### config.mk
export PLATFORM = sky130hd
export DESIGN_NAME = brk_mode_gate
export DESIGN_NICKNAME = d
export VERILOG_FILES = /design/src/rtl/brk_gate_pkg.sv /design/src/rtl/brk_pin_sync.sv /design/src/rtl/brk_mode_capture.sv /design/src/rtl/brk_req_route.sv /design/src/rtl/brk_mode_gate.sv
export SDC_FILE = /design/constraint.sdc
export NUM_CORES = 1
export LEC_CHECK = 0
export BUFFER_PORTS_ARGS = -buffer_cell sky130_fd_sc_hd__buf_2
export CAP_MARGIN = 20
export CORE_AREA = 2 2 39 41
export CTS_CLUSTER_SIZE = 16
export DETAILED_ROUTE_END_ITERATION = 8
export DIE_AREA = 0 0 41 43
export GPL_TIMING_DRIVEN = 1
export PLACE_DENSITY = 0.36
export SETUP_SLACK_MARGIN = 0.02
export SYNTH_ARGS = -nofsm -noshare
export SYNTH_HDL_FRONTEND = slang
export SYNTH_SLANG_ARGS = --single-unit
### constraint.sdc
create_clock -name clk -period 0.9 [get_ports clk]
set_input_delay 0.225 -clock clk [delete_from_list [all_inputs] [get_ports clk]]
set_output_delay 0.225 -clock clk [all_outputs]
set_load 0.05 [all_outputs]
### src/rtl/brk_gate_pkg.sv
package brk_gate_pkg;

  typedef struct packed {
    logic enter;
    logic exc;
  } brk_strobe_t;

endpackage

### src/rtl/brk_pin_sync.sv
module brk_pin_sync #(
  parameter int unsigned SYNC_STAGES = 2,
  parameter int unsigned HOLD_CYC    = 2
) (
  input  logic clk,
  input  logic pin_n,
  output logic lvl,
  output logic held_low
);
  localparam int unsigned CHAIN = SYNC_STAGES + HOLD_CYC - 1;

  logic [CHAIN-1:0] chain_q;
  logic [CHAIN-1:0] chain_d;

  // shift chain: the first SYNC_STAGES flops synchronize, the rest keep history
  for (genvar g = 0; g < CHAIN; g++) begin : g_stage
    if (g == 0) begin : g_head
      assign chain_d[g] = pin_n;
    end else begin : g_tail
      assign chain_d[g] = chain_q[g-1];
    end
  end

  // no reset: the pin must still be observed while reset is asserted
  always_ff @(posedge clk) begin
    chain_q <= chain_d;
  end

  assign lvl      = chain_q[SYNC_STAGES-1];
  assign held_low = ~|chain_q[CHAIN-1:SYNC_STAGES-1];

endmodule

### src/rtl/brk_mode_capture.sv
module brk_mode_capture (
  input  logic clk,
  input  logic rst_n,
  input  logic held_low,
  output logic armed,
  output logic dbg_en
);
  logic armed_q, armed_d;
  logic en_q, en_d;
  logic load;

  always_comb begin
    load    = ~armed_q;
    armed_d = 1'b1;
    en_d    = held_low;
  end

  always_ff @(posedge clk or negedge rst_n) begin
    if (!rst_n) begin
      armed_q <= 1'b0;
      en_q    <= 1'b0;
    end else if (load) begin
      armed_q <= armed_d;
      en_q    <= en_d;
    end
  end

  assign armed  = armed_q;
  assign dbg_en = en_q;

  // the flag follows the filtered pin window seen at the capture edge
  assert_capture_R2: assert property (@(posedge clk) disable iff (!rst_n)
    !armed_q |=> (en_q == $past(held_low)));

  // once armed the mode never moves
  assert_mode_hold_R5: assert property (@(posedge clk) disable iff (!rst_n)
    $past(armed_q) |-> $stable(en_q));

endmodule

### src/rtl/brk_req_route.sv
module brk_req_route
  import brk_gate_pkg::*;
(
  input  logic        clk,
  input  logic        rst_n,
  input  logic        armed,
  input  logic        dbg_en,
  input  logic        lvl,
  input  logic        int_pulse,
  output brk_strobe_t strobe
);
  logic        prev_q, prev_d;
  logic        fall;
  logic        req;
  brk_strobe_t strb_q, strb_d;

  always_comb begin
    prev_d       = lvl;
    fall         = prev_q & ~lvl;
    req          = armed & (fall | int_pulse);
    strb_d.enter = req & dbg_en;
    strb_d.exc   = req & ~dbg_en;
  end

  // prev resets low so a pin held low across release is never a fall
  always_ff @(posedge clk or negedge rst_n) begin
    if (!rst_n) begin
      prev_q <= 1'b0;
      strb_q <= '0;
    end else begin
      prev_q <= prev_d;
      strb_q <= strb_d;
    end
  end

  assign strobe = strb_q;

  assert_exclusive_R11: assert property (@(posedge clk) disable iff (!rst_n)
    !(strb_q.enter && strb_q.exc));

  assert_enter_route_R7: assert property (@(posedge clk) disable iff (!rst_n)
    strb_q.enter |-> $past(dbg_en));

  assert_exc_route_R8: assert property (@(posedge clk) disable iff (!rst_n)
    strb_q.exc |-> !$past(dbg_en));

  assert_armed_first_R10: assert property (@(posedge clk) disable iff (!rst_n)
    (strb_q.enter || strb_q.exc) |-> $past(armed));

endmodule

### src/rtl/brk_mode_gate.sv
module brk_mode_gate
  import brk_gate_pkg::*;
#(
  parameter int unsigned SYNC_STAGES = 2,
  parameter int unsigned HOLD_CYC    = 2
) (
  input  logic clk,
  input  logic rst_n,
  input  logic brk_pin_n,
  input  logic brk_int,
  output logic dbg_enabled,
  output logic dbg_enter,
  output logic brk_exc
);
  logic        lvl;
  logic        held_low;
  logic        armed;
  logic        dbg_en;
  brk_strobe_t strobe;

  brk_pin_sync #(
    .SYNC_STAGES (SYNC_STAGES),
    .HOLD_CYC    (HOLD_CYC)
  ) u_sync (
    .clk      (clk),
    .pin_n    (brk_pin_n),
    .lvl      (lvl),
    .held_low (held_low)
  );

  brk_mode_capture u_cap (
    .clk      (clk),
    .rst_n    (rst_n),
    .held_low (held_low),
    .armed    (armed),
    .dbg_en   (dbg_en)
  );

  brk_req_route u_route (
    .clk       (clk),
    .rst_n     (rst_n),
    .armed     (armed),
    .dbg_en    (dbg_en),
    .lvl       (lvl),
    .int_pulse (brk_int),
    .strobe    (strobe)
  );

  assign dbg_enabled = dbg_en;
  assign dbg_enter   = strobe.enter;
  assign brk_exc     = strobe.exc;

endmodule

-- Yosys cells after proc, flatten, opt, wreduce, memory -nomap -nowiden
Index checks and enable logic that the tools add are counted.
- register bits: 8
- reductions and logical operators: 2
- bitwise operators: 7
- operators by type and width (kind ; number):
    AND 1 bit ; 4
    inverter 1 bit ; 2
    OR reduction 2 bit ; 1
    zero test 1 bit ; 1
    bitwise OR 1 bit ; 1

-- Logic depth before layout (Yosys ltp)
- word-level depth: 5
- depth in mapped cells: 2

-- Hierarchy
A second synthesis with hierarchy kept.
- cell total of the unflattened synthesis: 17
- area total of the unflattened synthesis: 245.2 µm²
- modules (own cells, without submodules) (module ; area an instance (µm²) ; times used ; sequential area each (µm²) ; cells each):
    brk_req_route ; 112.6 ; 1 ; 75.1 ; 9
    brk_mode_capture ; 68.8 ; 1 ; 50.0 ; 4
    brk_pin_sync ; 63.8 ; 1 ; 60.1 ; 4

-- Least setup slack after synthesis
No wires, ideal clock.
- kind: register to register
- from: reg u_cap.en_q, in the netlist u_cap.dbg_en
- to: reg u_route.strb_q (netlist bit u_route.strobe[1])
- setup time: 74 ps
- arrival time: 867 ps
- data required time: 826 ps
- path slack: -40 ps
- cell stages (with the launch flop): 3
- path through: dfrtp_1 > nand2_1 > a21oi_2
- RTL lines (element ; line ; text):
    from (decl) ; brk_mode_capture.sv:9 ; logic en_q, en_d;
    from (signal assigned) ; brk_mode_capture.sv:24 ; en_q <= en_d;
    to (signal assigned) ; brk_req_route.sv:32 ; strb_q <= strb_d;
    to (decl) ; brk_req_route.sv:15 ; brk_strobe_t strb_q, strb_d;

-- Worst setup path after layout
- from: reg u_cap.en_q, in the netlist u_cap.dbg_en
- to: out dbg_enabled
- RTL lines (element ; line ; text):
    to (decl) ; brk_mode_gate.sv:11 ; output logic dbg_enabled,
No word-level cell between the ends.

==> results.py <==
metrics = {
    "yosys": {
        "synth_ff_type": "dfrtp_1",
        "ys_seq_area_share_pct": 76.7,
        "ys_async_sr_fraction_pct": 62.5,
        "synth_top_cell_by_area": "dfrtp_1",
        "synthTopCellsByArea": "dfrtp_1, dfxtp_1, a21oi_2, nand2b_4, o31ai_1",
        "postSynthAreaPerCell_um2": 15.1,
        "ys_ff_latch": 8,
        "ys_types": 9,
        "netlist.area_leader.share_pct": 51.8,
        "syn_inst": 16,
        "synth-edff-count": 0,
        "synth_nets": 20,
        "yosysMostFrequentCell": "dfrtp_1",
        "synthTopCellsByCount": "dfrtp_1, dfxtp_1, a21oi_2",
        "synth_warnings": 0,
        "syn_area_um2": 241,
    },
    "power": {
        "internal_power_mw": 0.589,
        "power_frac_seq_pct": 51.5,
        "leakage_nw": 0.169,
        "p_sw_share_pct": 22.5,
        "power_frac_clock_pct": 36.6,
        "peakVddDrop_mv": 0.600,
        "power_density_nw_per_um2": 2120,
        "power_frac_comb_pct": 12.0,
        "power_switching_mw": 0.171,
    },
    "setup_path": {
        "criticalPathCategory": "reg -> out",
        "cpPeakStageDelay_ps": 410,
        "start_kind": "flip-flop",
        "cp-end-kind": "output pin",
        "crit_arrival_ps": 810,
        "cp_slowest_cell": "dfrtp_2",
        "worstPathRequired_ps": 670,
        "r2r_slack_ps": 50,
        "path_buf_inv": 1,
        "critPathMaxFanout": 2,
        "crit_family": "flip-flops",
        "path_cells": "buf_8",
    },
    "detailed_routing": {
        "totalWireLength_um": 314,
        "drt_iter0_markers": 0,
        "drc": 0,
        "routed_via_density": 3.14,
        "vias": 138,
        "detail_route.wl_per_cell_um": 7.14,
        "postRouteAntennaNets": 0,
        "dr.pass1.iters": 1,
    },
    "clock_tree": {
        "numCtsBuffers": 3,
        "clock_tree.root_cell": "clkbuf_4",
        "cts_tree": "built",
        "clock_sinks": 8,
        "htree_levels": 1,
        "cts_buffer_depth": 2,
        "clkLatencyLatePin_ps": 250,
        "clkSlewWorstSetupHoldPaths_ps": 50,
    },
    "floorplanning": {
        "die_area_um2": 1760,
        "row_count": 14,
        "die_w_um": 41,
        "die_h_um": 43,
        "io_pins": 7,
        "fp.coreArea_um2": 1380,
        "start_util_pct": 17.5,
    },
    "status": {
        "status": "finished, violations left",
        "violations": "setup timing",
    },
    "finish": {
        "drive_gt1_share_pct": 50.0,
        "final_nets": 33,
        "n_antenna_cell": 0,
        "multi_input_area_um2": 52.6,
        "post-route-util_pct": 25.9,
        "final.fill_count": 144,
        "area_growth_syn_to_layout_pct": 48.7,
        "seq_area_um2": 186,
    },
    "global_routing": {
        "grt_pass1_vias": 137,
        "grtUsageMet1_pct": 5.00,
        "grt_pass1_wl_um": 510,
        "grt_use_met3_pct": 3.14,
        "antenna_found_initial": 0,
        "grtUsageTotal_pct": 5.08,
        "grt_overflow": 0,
        "grt_max_degree": 6,
        "grt_busiest_layer": "met4",
        "met2_usage_pct": 5.31,
    },
    "job": {
        "maxCapViolations": 0,
    },
    "place": {
        "hpwlAfterDp_um": 248,
        "globalplace.congestion": 0.557,
        "port_buffers": 6,
        "pre_cts_ws_ps": 83.1,
    },
    "sta": {
        "post-route-period-util_pct": 115,
        "hold_violations": 0,
        "final.min_clock_period_ps": 1030,
        "rsz0062_at_grt": "yes",
        "setup-violations-final": 3,
        "fin_ws_ps": -132,
        "drv_slew": 0,
        "fin_worst_skew_ps": 4.62,
        "fmax_mhz": 969,
    },
    "hold_path": {
        "min_path_type": "in -> reg",
    },
}
final timing paths:
check | startpoint | endpoint | depth (start not counted)
worst max-delay path | u_cap.dbg_en | dbg_enabled | 1
worst min-delay path | brk_pin_n | u_sync.chain_q[0] | 1
worst max register to register | u_cap.dbg_en | u_route.strobe[0] | 3
worst min register to register | u_sync.chain_q[0] | u_sync.chain_q[1] | 0
max in group asynchronous | rst_n | u_cap.dbg_en | 2
min in group asynchronous | rst_n | u_route.prev_q | 2
metrics by stage:
step	hold WS [ps]	power (mW)	area (µm²)	std cells	setup TNS, ps
after floorplan	-70.6	0.444	243	16	0
after global placement	44.7	0.465	293	38	0
after detailed placement	45.1	0.466	293	38	0
after CTS	68.4	0.783	359	44	-359
after global routing	59.7	0.809	359	44	-404
final	80.2	0.760	359	44	-312
final cells by class:
type | count | area share (%)
multi-input cells | 7 | 14.6
flip-flops and latches | 8 | 51.9
well taps | 16 | 5.57
repair buffers | 8 | 19.5
inverters | 1 | 1.05
clock buffers | 4 | 7.32
power by group through the flow:
stage	clock (mW)	sequential, mW	combinational [mW]
floorplan	0	0.426	0.0177
global placement	0	0.395	0.0701
detailed placement	0	0.396	0.0702
CTS	0.299	0.391	0.0925
global route	0.320	0.392	0.0972
finish	0.278	0.391	0.0910
repair_timing:
item,4_1_cts,5_1_grt
hold endpoints to repair,5,0
hold buffers,1,0
resized for setup,7,0
endpoints found under the setup margin,3,3
setup buffers,1,0
cell usage in the layout, fill, tap and decap left out:
cell / count
a21oi_2: 2
buf_2: 3
buf_4: 1
buf_6: 2
buf_8: 1
clkbuf_1: 1
clkbuf_4: 3
conb_1: 1
dfrtp_1: 4
dfrtp_2: 1
dfxtp_1: 3
dlygate4sd3_1: 1
inv_1: 1
nand2_1: 1
nand2b_1: 1
nand2b_4: 1
o31ai_1: 1
state kept, by name (all words and copies together), names as in the netlist:
name            count
u_sync.chain_q      3
u_cap.dbg_en        1
u_route.prev_q      1
u_cap.armed         1
u_route.strobe      2
cells by family after synthesis:
logic type | synth area share, %
compound gates | 10.4
buf+inv | 1.55
flops | 76.7
other cells | 1.55
simple gates | 9.84
routing by layer:
layer	vias to the layer above	part of all wire, %
met5	-	0
met4	0	0
met3	0	8.9
met2	6	46
met1	60	44
li1	72	-
No activity file was read; power rests on OpenSTA's default activity.
